===== config.mk =====
export PLATFORM = sky130hd
export DESIGN_NAME = sup_mode_ctrl
export DESIGN_NICKNAME = d
export VERILOG_FILES = /design/src/rtl/sup_mode_pkg.sv /design/src/rtl/sup_code_check.sv /design/src/rtl/sup_flash_seq.sv /design/src/rtl/sup_startup_timer.sv /design/src/rtl/sup_mode_ctrl.sv
export SDC_FILE = /design/constraint.sdc
export NUM_CORES = 1
export LEC_CHECK = 0
export BUFFER_PORTS_ARGS = -buffer_cell sky130_fd_sc_hd__buf_2
export CORE_MARGIN = 2
export CORE_UTILIZATION = 45
export CTS_CLUSTER_SIZE = 30
export DETAILED_ROUTE_END_ITERATION = 8
export PLACE_DENSITY = 0.66
export SLEW_MARGIN = 40
export SYNTH_ARGS = -nofsm -noshare
export SYNTH_HDL_FRONTEND = slang
export SYNTH_SLANG_ARGS = --single-unit

===== constraint.sdc =====
create_clock -name clk_i -period 2.31 [get_ports clk_i]
set_clock_uncertainty 0.05 [all_clocks]
set_input_delay 0.231 -clock clk_i [delete_from_list [all_inputs] [get_ports clk_i]]
set_output_delay 0.231 -clock clk_i [all_outputs]
set_load 0.1 [all_outputs]

===== src/rtl/sup_mode_pkg.sv =====
package sup_mode_pkg;
  typedef enum logic [2:0] {
    ST_STARTUP  = 3'b000,
    ST_NORMAL   = 3'b001,
    ST_STANDBY  = 3'b010,
    ST_FLASH    = 3'b011,
    ST_FAILSAFE = 3'b100
  } op_state_e;

  localparam logic [2:0] CODE_SEQ_A      = 3'b111;
  localparam logic [2:0] CODE_SEQ_B      = 3'b001;
  localparam logic [2:0] CODE_SERVE      = 3'b111;
  localparam logic [2:0] CODE_ENTER_FL   = 3'b011;
  localparam logic [2:0] CODE_NORMAL     = 3'b101;
  localparam logic [2:0] CODE_STANDBY    = 3'b010;
  localparam logic [2:0] CODE_EXIT_FL    = 3'b110;

  localparam logic [3:0] SRC_NONE        = 4'b0000;
  localparam logic [3:0] SRC_WDT         = 4'b0001;
  localparam logic [3:0] SRC_ILLEGAL     = 4'b0010;
  localparam logic [3:0] SRC_NO_HS       = 4'b0011;
  localparam logic [3:0] SRC_FLASH_EXIT  = 4'b0100;
  localparam logic [3:0] SRC_WAKE        = 4'b0101;
  localparam logic [3:0] SRC_FLASH_ENTRY = 4'b0110;
endpackage


===== src/rtl/sup_code_check.sv =====
module sup_code_check (
  input  logic [2:0] code_i,
  output logic       legal_o
);
  always_comb begin
    unique case (code_i)
      3'b000, 3'b100: legal_o = 1'b0;
      default:        legal_o = 1'b1;
    endcase
  end
endmodule


===== src/rtl/sup_flash_seq.sv =====
module sup_flash_seq
  import sup_mode_pkg::*;
(
  input  logic       clk_i,
  input  logic       rst_ni,
  input  logic       clr_i,
  input  logic       adv_i,
  input  logic [2:0] code_i,
  output logic       done_o
);
  logic [1:0] step_q, step_d;

  assign done_o = adv_i && (step_q == 2'd2) && (code_i == CODE_SEQ_A);

  always_comb begin
    step_d = step_q;
    if (clr_i || done_o)                        step_d = 2'd0;
    else if (adv_i) begin
      if (code_i == CODE_SEQ_A)                 step_d = 2'd1;
      else if (step_q == 2'd1 && code_i == CODE_SEQ_B) step_d = 2'd2;
      else                                      step_d = 2'd0;
    end
  end

  always_ff @(posedge clk_i or negedge rst_ni) begin
    if (!rst_ni) step_q <= 2'd0;
    else         step_q <= step_d;
  end

  AST_SEQ_STEP_RANGE: assert property (@(posedge clk_i) disable iff (!rst_ni)
    step_q != 2'd3);
endmodule


===== src/rtl/sup_startup_timer.sv =====
module sup_startup_timer #(
  parameter int unsigned STARTUP_CYC = 16
) (
  input  logic clk_i,
  input  logic rst_ni,
  input  logic clr_i,
  output logic expire_o
);
  localparam int unsigned CNT_W = (STARTUP_CYC > 1) ? $clog2(STARTUP_CYC) : 1;
  localparam logic [CNT_W-1:0] CNT_LAST = CNT_W'(STARTUP_CYC - 1);

  logic [CNT_W-1:0] cnt_q;

  assign expire_o = (cnt_q == CNT_LAST);

  always_ff @(posedge clk_i or negedge rst_ni) begin
    if (!rst_ni)       cnt_q <= '0;
    else if (clr_i)    cnt_q <= '0;
    else if (!expire_o) cnt_q <= cnt_q + 1'b1;
  end

  AST_WINDOW_BOUND: assert property (@(posedge clk_i) disable iff (!rst_ni)
    expire_o |=> (cnt_q == '0) || expire_o);
endmodule


===== src/rtl/sup_mode_ctrl.sv =====
module sup_mode_ctrl
  import sup_mode_pkg::*;
#(
  parameter int unsigned STARTUP_CYC = 16
) (
  input  logic       clk_i,
  input  logic       rst_ni,
  input  logic       mode_we_i,
  input  logic [2:0] mode_code_i,
  input  logic       wdt_ovf_i,
  input  logic       osc_fail_i,
  input  logic       wake_i,
  output logic [2:0] mode_o,
  output logic       sys_rst_o,
  output logic [3:0] rst_src_o
);
  op_state_e  state_q, state_d;
  logic       armed_q, armed_d;
  logic       sys_rst_q;
  logic [3:0] rst_src_q, src_d;
  logic       rst_evt;
  logic       code_legal, seq_adv, seq_clr, seq_done;
  logic       tmr_clr, tmr_expire, in_run;

  sup_code_check i_code_check (
    .code_i  (mode_code_i),
    .legal_o (code_legal)
  );

  assign in_run  = (state_q == ST_NORMAL) || (state_q == ST_STANDBY);
  assign seq_adv = mode_we_i && code_legal && in_run && !osc_fail_i && !wdt_ovf_i;
  assign seq_clr = rst_evt || ((state_d != ST_NORMAL) && (state_d != ST_STANDBY));

  sup_flash_seq i_flash_seq (
    .clk_i  (clk_i),
    .rst_ni (rst_ni),
    .clr_i  (seq_clr),
    .adv_i  (seq_adv),
    .code_i (mode_code_i),
    .done_o (seq_done)
  );

  // restart the window on every entry into Start-up, including re-entry by reset
  assign tmr_clr = rst_evt || (state_d != ST_STARTUP);

  sup_startup_timer #(.STARTUP_CYC(STARTUP_CYC)) i_startup_timer (
    .clk_i    (clk_i),
    .rst_ni   (rst_ni),
    .clr_i    (tmr_clr),
    .expire_o (tmr_expire)
  );

  always_comb begin
    state_d = state_q;
    armed_d = armed_q;
    src_d   = rst_src_q;
    rst_evt = 1'b0;
    if (state_q == ST_FAILSAFE) begin
      if (!osc_fail_i && wake_i) begin
        rst_evt = 1'b1;
        src_d   = SRC_WAKE;
        state_d = ST_STARTUP;
      end
    end else if (osc_fail_i) begin
      state_d = ST_FAILSAFE;
      armed_d = 1'b0;
    end else if (wdt_ovf_i) begin
      rst_evt = 1'b1;
      src_d   = SRC_WDT;
      state_d = ST_STARTUP;
      armed_d = 1'b0;
    end else if (mode_we_i && !code_legal) begin
      rst_evt = 1'b1;
      src_d   = SRC_ILLEGAL;
      state_d = ST_STARTUP;
      armed_d = 1'b0;
    end else begin
      unique case (state_q)
        ST_NORMAL, ST_STANDBY: begin
          if (seq_done) begin
            rst_evt = 1'b1;
            src_d   = SRC_FLASH_ENTRY;
            state_d = ST_STARTUP;
            armed_d = 1'b1;
          end else if (mode_we_i && mode_code_i == CODE_NORMAL) begin
            state_d = ST_NORMAL;
          end else if (mode_we_i && mode_code_i == CODE_STANDBY) begin
            state_d = ST_STANDBY;
          end
        end
        ST_STARTUP: begin
          if (mode_we_i && mode_code_i == CODE_NORMAL) begin
            state_d = ST_NORMAL;
            armed_d = 1'b0;
          end else if (mode_we_i && mode_code_i == CODE_STANDBY) begin
            state_d = ST_STANDBY;
            armed_d = 1'b0;
          end else if (mode_we_i && mode_code_i == CODE_ENTER_FL && armed_q) begin
            state_d = ST_FLASH;
            armed_d = 1'b0;
          end else if (tmr_expire) begin
            rst_evt = 1'b1;
            src_d   = SRC_NO_HS;
            armed_d = 1'b0;
          end
        end
        ST_FLASH: begin
          if (mode_we_i && mode_code_i != CODE_SERVE) begin
            rst_evt = 1'b1;
            src_d   = (mode_code_i == CODE_EXIT_FL) ? SRC_FLASH_EXIT : SRC_ILLEGAL;
            state_d = ST_STARTUP;
          end
        end
        default: begin
          state_d = ST_STARTUP;
        end
      endcase
    end
  end

  always_ff @(posedge clk_i or negedge rst_ni) begin
    if (!rst_ni) begin
      state_q   <= ST_STARTUP;
      armed_q   <= 1'b0;
      sys_rst_q <= 1'b0;
      rst_src_q <= SRC_NONE;
    end else begin
      state_q   <= state_d;
      armed_q   <= armed_d;
      sys_rst_q <= rst_evt;
      rst_src_q <= src_d;
    end
  end

  assign mode_o    = state_q;
  assign sys_rst_o = sys_rst_q;
  assign rst_src_o = rst_src_q;

  AST_FAILSAFE_ENTRY: assert property (@(posedge clk_i) disable iff (!rst_ni)
    (osc_fail_i && state_q != ST_FAILSAFE) |=> (state_q == ST_FAILSAFE) && !sys_rst_q);
  AST_ILLEGAL_RST: assert property (@(posedge clk_i) disable iff (!rst_ni)
    (mode_we_i && !code_legal && state_q != ST_FAILSAFE && !osc_fail_i && !wdt_ovf_i)
      |=> sys_rst_q && (rst_src_q == SRC_ILLEGAL));
  AST_WDT_RST: assert property (@(posedge clk_i) disable iff (!rst_ni)
    (wdt_ovf_i && !osc_fail_i && state_q != ST_FAILSAFE)
      |=> sys_rst_q && (rst_src_q == SRC_WDT) && (state_q == ST_STARTUP));
  AST_ONE_SHOT_FLASH: assert property (@(posedge clk_i) disable iff (!rst_ni)
    (state_q == ST_STARTUP && !armed_q) |=> state_q != ST_FLASH);
  AST_SRC_HOLD: assert property (@(posedge clk_i) disable iff (!rst_ni)
    !$stable(rst_src_q) |-> sys_rst_q);
  AST_RST_TO_STARTUP: assert property (@(posedge clk_i) disable iff (!rst_ni)
    sys_rst_q |-> state_q == ST_STARTUP);
endmodule


=== Word-level counts from Yosys, hierarchy flattened ===
Cells that the tools add are included.

* Flip-flop bits (word level): 15
* Bits of input ports: 9
* Logic and storage cells: 121
* Output and inout bits: 8

* Reductions and logical operators: 31
* Bitwise operators: 1
* Add/sub/neg operators: 1
* Muxes and demuxes: 54
* Equal/unequal tests: 28

{| class="wikitable"
|+ Operators by type and width
! operator !! count
|-
| two-way mux 4 bit || 13
|-
| two-way mux 3 bit || 13
|-
| two-way mux 1 bit || 20
|-
| != test 5 bit (second input constant) || 4
|-
| == test 3 bit (second input constant) || 5
|-
| logical AND 1 bit || 15
|-
| != test 5 x 4 -> 1 bit (second input constant) || 3
|-
| == test 3 x 2 -> 1 bit (second input constant) || 4
|-
| one-hot mux 4 bit (3 select lines) || 1
|-
| one-hot mux 3 bit (3 select lines) || 1
|-
| AND reduction 9 bit || 1
|-
| two-way mux 2 bit || 4
|-
| != test 8 x 7 -> 1 bit (second input constant) || 1
|-
| == test 3 x 1 -> 1 bit (second input constant) || 2
|-
| logical NOT 3 bit || 2
|-
| != test 2 x 1 -> 1 bit (second input constant) || 3
|-
| nonzero test 6 bit || 1
|-
| nonzero test 5 bit || 1
|-
| adder 4 x 1 -> 4 bit (second input constant) || 1
|-
| == test 4 bit (second input constant) || 1
|-
| logical OR 1 bit || 4
|-
| AND reduction 4 bit || 1
|-
| OR reduction 2 bit || 2
|-
| != test 3 x 1 -> 1 bit (second input constant) || 1
|-
| other kinds (10) || 11
|}

=== Depth between registers and ports, before layout ===
Gate-level depths: netlist of the first run.

* Word-level depth: 20
* Mapped depth: 7
* Depth with buffers taken out: 6

=== Cells and area by module ===
A second synthesis of the first run with hierarchy kept.

* Cells, all modules: 111
* Area, all modules: 1027.2 um^2

{| class="wikitable"
|+ By module, submodules not included
! module !! area each (um^2) !! instances !! cells an instance !! seq. area each (um^2)
|-
| sup_mode_ctrl || 694.4 || 1 || 80 || 200.2
|-
| sup_startup_timer || 216.5 || 1 || 19 || 100.1
|-
| sup_flash_seq || 110.1 || 1 || 11 || 50.0
|-
| sup_code_check || 6.3 || 1 || 1 || 0.0
|}

=== Least setup slack after synthesis of the first run ===
No wires, ideal clock.

* Path type: reg2reg
* Start: register state_q[0] (netlist: mode_o[0])
* End: register rst_src_q[0] (netlist: rst_src_o[0])
* Setup slack: -0.136 ns
* Stages on the path, launching flop included: 7
* Path buffers: 1
* Arrival time: 2.268 ns
* Data required time: 2.132 ns
* Cell sequence: dfrtp_1 buf_6 xor2_1 nand4_1 o211a_4 a21oi_4 mux2_1

* Word-level cells in the longest chain between the ends: 9

{| class="wikitable"
|+ Ends and longest elaborated chain
! element !! line !! text
|-
| start: declaration || sup_mode_ctrl.sv:17 || <nowiki>op_state_e state_q, state_d;</nowiki>
|-
| start signal: assignment || sup_mode_ctrl.sv:128 || <nowiki>state_q <= state_d;</nowiki>
|-
| == test 3 x 1 -> 1 bit or == test 3 x 2 -> 1 bit (tied branches) || sup_mode_ctrl.sv:30, sup_mode_ctrl.sv:78 ||
|-
| logical OR 1 bit || sup_mode_ctrl.sv:30 || <nowiki>assign in_run = (state_q == ST_NORMAL) || (state_q == ST_STANDBY);</nowiki>
|-
| logical AND 1 bit (3 in a row) || sup_mode_ctrl.sv:31 || <nowiki>assign seq_adv = mode_we_i && code_legal && in_run && !osc_fail_i && !wdt_ovf_i;</nowiki>
|-
| logical AND 1 bit (2 in a row) || sup_flash_seq.sv:13 || <nowiki>assign done_o = adv_i && (step_q == 2'd2) && (code_i == CODE_SEQ_A);</nowiki>
|-
| != test 5 x 4 -> 1 bit (no line) || -- ||
|-
| AND reduction 9 bit (no line) || -- ||
|-
| end signal: assignment || sup_mode_ctrl.sv:131 || <nowiki>rst_src_q <= src_d;</nowiki>
|-
| end: declaration || sup_mode_ctrl.sv:20 || <nowiki>logic [3:0] rst_src_q, src_d;</nowiki>
|}

Parallel ways exist; a longest one is shown, timed or not. The select of a mux whose other input is x is not followed.
A chain may end at the register's enable or synchronous reset.

=== Worst setup path after layout of the first run ===
* Start: register state_q[0] (netlist: mode_o[0])
* End: register rst_src_q[1] (netlist: rst_src_o[1])

The elaborated chain is that of the path after synthesis.

==> out/qor.yml, run 1 <==
wl_met2_um: 1090
status: "finished, final reports clean"
cts_tree: "done"
hold_violations: 0
cts.sinks: 14
insertion_delay_ps: 270
hpwl_um: 1710
hp-class: "in -> reg"
holdPathStages: 2
drtIter0Drc: 23
coreArea_um2: 2210
drc: 0
ir_drop_mv: 0.320
ys_ff_latch: 14
final.setup.tns_ps: 0
grt_pass1_vias: 819
drv_cap: 0
clkTransAtPathRegs_ps: 80
vias: 873
ff_latch_area_um2: 354
cts_made_buffers: 3
setup_viol: 0
rrSetupSlack_ps: 380
slew_viol_final: 0
fillers: 212
via_per_inst: 5.63
synth_edf_count: 0
htreeDepth: 1
place_ws_ps: 391
critPathLaunchType: "flip-flop"
postRouteAntennaNets: 0
hp-start: "osc_fail_i"
leakagePower_nw: 0.480
ys_warn_count: 0
r2r_cells: 5
r2r_end: "rst_src_o[1]"
crit_type: "reg -> reg"
die_area_um2: 2730
met1_length_um: 942
placementRows: 17
n_antenna_cell: 0
grt_max_degree: 15
syn_area_um2: 1050
grt_pass1_wl_um: 3620
dr.max_layer_used: "met4"
timing.rr.start: "mode_o[0]"
crit_fanout: 9
worstSetupEndpointType: "flip-flop"
max_freq_mhz: 518
cts_buffer_depth: 2
multi_input_area_um2: 614
grt_antenna_before_repair: 0
cts_root_buf: "clkbuf_4"
worstHoldEndpoint: "i_startup_timer.cnt_q[3]"
yosysSeqAreaShare_pct: 33.4
cts_resized: 0
wl_per_cell_um: 13.9
grt-ovfl-total: 0
met3_length_um: 79
ys_types: 47
dr.pass1.iters: 4
setup_ws_ps: 381
portBuffers: 15
fin_crit_sh_pct: 83.5
final_nets: 138
crit_required_ps: 2410
routed_wl_um: 2150
post-route-min-period_ps: 1930
arrival_ps: 2030
io-pin-count: 17
powerDensity_nw_per_um2: 500
initial_utilization_pct: 47.4
syn-instance-count: 113
place.gp.congestion: 0.883
post_cts_buffers: 0
synth_ff_type: "dfrtp_1"
die_h_um: 52.3
rsz0062_at_grt: "false"
async_flop_share_pct: 100
area_growth_pct: 9.19
avgSynthCellArea_um2: 9.28
grtUsageTotal_pct: 18.2
drive_above_1_share_pct: 26.8
die_w_um: 52.3
syn_nets: 123
metal layers:
| layer | vias to the layer above | track usage [%] |
|---|---|---|
| met4 | 0 | 10.7 |
| li1 | 438 | - |
| met1 | 409 | 22.8 |
| met3 | 4 | 2.00 |
| met2 | 22 | 30.0 |
| met5 | - | 0 |
final cells by class:
class	instances	share of cell area [%]
Multi-Input combinational cell	85	53.7
Sequential cell	14	30.9
Timing Repair Buffer	16	7.43
Tap cell	28	3.06
Inverter	8	2.62
Clock buffer	4	2.30
power by group:
| group | total (mW) | leakage (nW) | switching, mW | internal [mW] |
|---|---|---|---|---|
| Sequential | 0.268 | 0.177 | 0.0112 | 0.257 |
| Combinational | 0.166 | 0.287 | 0.127 | 0.0396 |
| Clock | 0.138 | 0.0150 | 0.0710 | 0.0669 |
synthesized netlist by cell type, types with 2 or more instances:
library cell / instances / area share [%]
inv_1: 8 / 2.9
dfrtp_1: 14 / 33
o21ai_0: 7 / 3.3
o31ai_1: 2 / 1.4
nor3b_1: 3 / 2.1
a41oi_2: 2 / 3.1
a21oi_1: 7 / 3.3
buf_4: 2 / 1.4
nand3_1: 7 / 3.3
nor3_1: 4 / 1.9
mux2i_1: 3 / 2.9
nand2b_1: 2 / 1.2
nand2_1: 8 / 2.9
buf_6: 3 / 3.2
nor2_1: 6 / 2.1
a31oi_1: 2 / 1.2
mux2_1: 3 / 3.2
logic make-up after synthesis:
family | share of synthesized area, %
multiplexers | 6.09
AND/OR/NAND/NOR | 24.0
buffers and inverters | 7.99
XOR/XNOR | 1.67
other | 0.358
adder cells (fa/ha/maj) | 1.19
flip-flops | 33.4
AO/OA/AOI/OAI | 25.3
metrics by stage:
step | hold WS [ps] | power, mW | instances | cell area [um2] | util, %
after floorplan | -115 | 0.406 | 113 | 1050 | -
after global placement | 86.2 | 0.436 | 150 | 1110 | 50.1
after detailed placement | 90.1 | 0.438 | 150 | 1110 | 50.1
after CTS | 127 | 0.580 | 155 | 1140 | 51.8
after global routing | 131 | 0.603 | 155 | 1140 | 51.8
final | 142 | 0.572 | 155 | 1140 | 51.8
worst max-delay path by stage:
stage	slack, ps	start	endpoint	cells after the start
2_1_floorplan	150	mode_o[0]	rst_src_o[0]	6
3_3_place_gp	400	mode_code_i[1]	rst_src_o[1]	6
3_5_place_dp	390	mode_code_i[1]	rst_src_o[2]	6
4_1_cts	370	mode_o[0]	rst_src_o[2]	5
5_1_grt	230	i_startup_timer.cnt_q[0]	rst_src_o[1]	6
6_report	380	mode_o[0]	rst_src_o[1]	5
what timing repair did:
item	in CTS	in global routing
hold buffers	1	0
endpoints found under the setup margin	0	0
endpoints found under the hold margin	14	0
registers in the layout, summed over array words and instances (netlist names):
register and flops:
armed_q 1, rst_src_o 3, sys_rst_o 1, i_startup_timer.cnt_q 4, i_flash_seq.step_q 2, mode_o 3
layout by cell type (no fill, tap or decap), drive strengths merged, types with 2 or more instances in the layout:
cell type  netlist  routed
a31oi            2       2
dfrtp           14      14
nor3b            4       4
nand3            7       7
a41oi            2       2
nand2            8       8
inv              8       8
and2b            2       2
mux2             3       3
o211ai           2       2
clkbuf           0       4
buf              6      15
nand2b           2       2
mux2i            3       3
a21oi            9       9
nor3             5       5
o21ai            8       8
nor2             6       6
o31ai            2       2
critical path: stages, from the launching register on:
cell     delay (ps)
dfrtp_2         470
xor2_1          230
nand4_1         220
o211a_4         320
a21oi_4         170
mux2_1          340
(Power assumes the default switching activity.)
==> inputs of run 2 (changes only) <==
==> constraint.sdc (replaced) <==
create_clock -name clk_i -period 1.9 [get_ports clk_i]
set_clock_uncertainty 0.05 [all_clocks]
set_input_delay 0.19 -clock clk_i [delete_from_list [all_inputs] [get_ports clk_i]]
set_output_delay 0.19 -clock clk_i [all_outputs]
set_load 0.1 [all_outputs]
==> run 2 against run 1 <==
  * Critical path depth increased by 1
  * Non-clock buffer count increased by 12
  * Sequential cell count unchanged
  * Largest power group unchanged
  * Highest routed layer unchanged
  * Largest cell class unchanged
==> out/qor.yml, run 2 (synthesis results as in run 1) <==
status: "finished, final reports clean"  # unchanged
via_per_inst: 5.66  # was 5.63
post-route-min-period_ps: 1860  # was 1930 ps
dr.pass1.iters: 4  # unchanged
fin_crit_sh_pct: 98.1  # was 83.5%
crit_type: "reg -> reg"  # unchanged
cp_top_family: "compound AO/OA/AOI/OAI gates"  # unchanged
cts_tree: "done"  # unchanged
cts_made_buffers: 3  # unchanged
placementRows: 17  # unchanged
crit_start: "mode_o[0]"  # unchanged
die_h_um: 52.3  # unchanged
wl_per_cell_um: 15.7  # was 13.9 um
hp-class: "in -> reg"  # unchanged
hold_violations: 0  # unchanged
cts_buffer_depth: 2  # unchanged
final.setup.tns_ps: 0  # unchanged
postRouteAntennaNets: 0  # unchanged
timing.rr.start: "mode_o[0]"  # unchanged
crit_required_ps: 2030  # was 2410 ps
critPathLaunchType: "flip-flop"  # unchanged
final_common_cell: "buf_2"  # unchanged
crit_fanout: 5  # was 9
setup_viol: 0  # unchanged
coreArea_um2: 2210  # unchanged
grt_pass1_wl_um: 4460  # was 3620 um
hpwl_um: 2000  # was 1710 um
r2r_cells: 6  # was 5
drtIter0Drc: 19  # was 23
crit_slowest_cell: "dfrtp_4"  # was dfrtp_2
regMostFlops: "i_startup_timer.cnt_q"  # unchanged
rsz0062_at_grt: "true"  # was false
drc: 0  # unchanged
slew_viol_final: 0  # unchanged
portBuffers: 15  # unchanged
place.gp.congestion: 0.836  # was 0.883
max_freq_mhz: 537  # was 518 MHz
grt_antenna_before_repair: 0  # unchanged
grtUsageTotal_pct: 22.3  # was 18.2%
holdPathStages: 2  # unchanged
r2r_end: "i_startup_timer.cnt_q[3]"  # was rst_src_o[1]
p_total_mw: 0.729  # was 0.572 mW
insertion_delay_ps: 280  # was 270 ps
path_buf_inv: 0  # unchanged
ir_drop_mv: 0.588  # was 0.320 mV
area_growth_pct: 21.6  # was 9.19%
die_w_um: 52.3  # unchanged
vias: 946  # was 873
die_area_um2: 2730  # unchanged
fillers: 214  # was 212
drv_cap: 0  # unchanged
multi_input_area_um2: 649  # was 614 um2
grt.met3_usage_pct: 3.14  # was 2.00%
grt-ovfl-total: 0  # unchanged
cp_slowest_stage_delay_ps: 510  # was 470 ps
n_antenna_cell: 0  # unchanged
crit_end: "i_startup_timer.cnt_q[3]"  # was rst_src_o[1]
powerDensity_nw_per_um2: 571  # was 500 nW/um2
grt_pass1_vias: 967  # was 819
cp_num_cells: 6  # was 5
cts.sinks: 14  # unchanged
met1_usage_pct: 26.2  # was 22.8%
grt_busiest_layer: "met2"  # unchanged
met2_usage_pct: 40.5  # was 30.0%
final_nets: 150  # was 138
most-common-layout-cells: "buf_2, buf_4, dfrtp_1, inv_1, nand2_1"  # was buf_2, dfrtp_1, inv_1, nand2_1
initial_utilization_pct: 47.4  # unchanged
leakagePower_nw: 0.544  # was 0.480 nW
critical_path.cell_chain: "and3b_1, a21boi_4, a41oi_2, nor3b_4, o211ai_4, a2111oi_4"  # was xor2_1, nand4_1, o211a_4, a21oi_4, mux2_1
io-pin-count: 17  # unchanged
routed_wl_um: 2630  # was 2150 um
worstSetupEndpointType: "flip-flop"  # unchanged
clkTransAtPathRegs_ps: 90  # was 80 ps
largest_reg_flops: 4  # unchanged
rrSetupSlack_ps: 40  # was 380 ps
drive_above_1_share_pct: 34.5  # was 26.8%
ff_latch_area_um2: 359  # was 354 um2
grt_max_degree: 15  # unchanged
cts_root_buf: "clkbuf_4"  # unchanged
arrival_ps: 1990  # was 2030 ps
htreeDepth: 1  # unchanged
==> run 2: changes by cell type in the layout (fill, tap and decap cells not counted) <==
cell / previous run / this run
a2111oi_4: 0 / 1
dfrtp_4: 0 / 2
o211ai_2: 1 / 0
nor3b_4: 0 / 1
o211ai_4: 0 / 1
dfrtp_2: 3 / 1
a2111oi_2: 1 / 0
buf_4: 0 / 12
nor3b_2: 1 / 0
ha_2: 0 / 1
nor3_1: 4 / 3
nor3_2: 1 / 2
ha_1: 1 / 0
==> run 2: timing repair <==
item | in CTS | in global routing
endpoints found under the setup margin | 3 | 5
resized for setup | 1 | 4
pin swaps | 1 | 1
endpoints found under the hold margin | 14 | 0
buffers inserted | 3 | 0
hold buffers | 1 | 0
==> run 2: final cells by class <==
class / instances / share of cell area (%)
Multi-Input combinational cell: 85 / 50.9
Timing Repair Buffer: 28 / 13.7
Inverter: 8 / 2.36
Clock buffer: 4 / 2.06
Sequential cell: 14 / 28.2
Tap cell: 28 / 2.75
==> run 2: worst min path at each step <==
stage               start                       end  slack (ps)
2_1_floorplan      rst_ni                   armed_q        -160
6_report       osc_fail_i  i_startup_timer.cnt_q[3]         140
3_5_place_dp       rst_ni  i_startup_timer.cnt_q[2]          60
3_3_place_gp       rst_ni  i_startup_timer.cnt_q[3]          50
4_1_cts        osc_fail_i  i_startup_timer.cnt_q[0]         100
5_1_grt        osc_fail_i  i_startup_timer.cnt_q[3]         150
==> run 2: where the power goes <==
| part | switching [mW] | internal [mW] | total (mW) |
|---|---|---|---|
| Sequential | 0.00904 | 0.313 | 0.322 |
| Combinational | 0.166 | 0.0610 | 0.227 |
| Clock | 0.0982 | 0.0814 | 0.180 |
==> run 2: per-layer routing <==
layer,vias up,wire [um]
li1,459,-
met1,462,1090
met2,23,1390
met3,2,130
met4,0,18
met5,-,0
==> run 2: worst reg2reg max path: stages (launching register included) <==
cell and delay [ps]:
dfrtp_4 510, and3b_1 230, a21boi_4 160, a41oi_2 190
nor3b_4 280, o211ai_4 140, a2111oi_4 200
==> run 2: through the flow <==
stage          setup slack (ps)  cells  instance area (um2)  hold WS (ps)  util [%]
3_3_place_gp              -24.5    159                 1180          49.1      53.4
5_1_grt                   -54.9    167                 1270           148      57.6
6_report                   37.0    167                 1270           142      57.6
2_1_floorplan              -183    113                 1060          -156         -
4_1_cts                    14.0    167                 1250           103      56.3
3_5_place_dp              -72.2    159                 1180          56.4      53.4
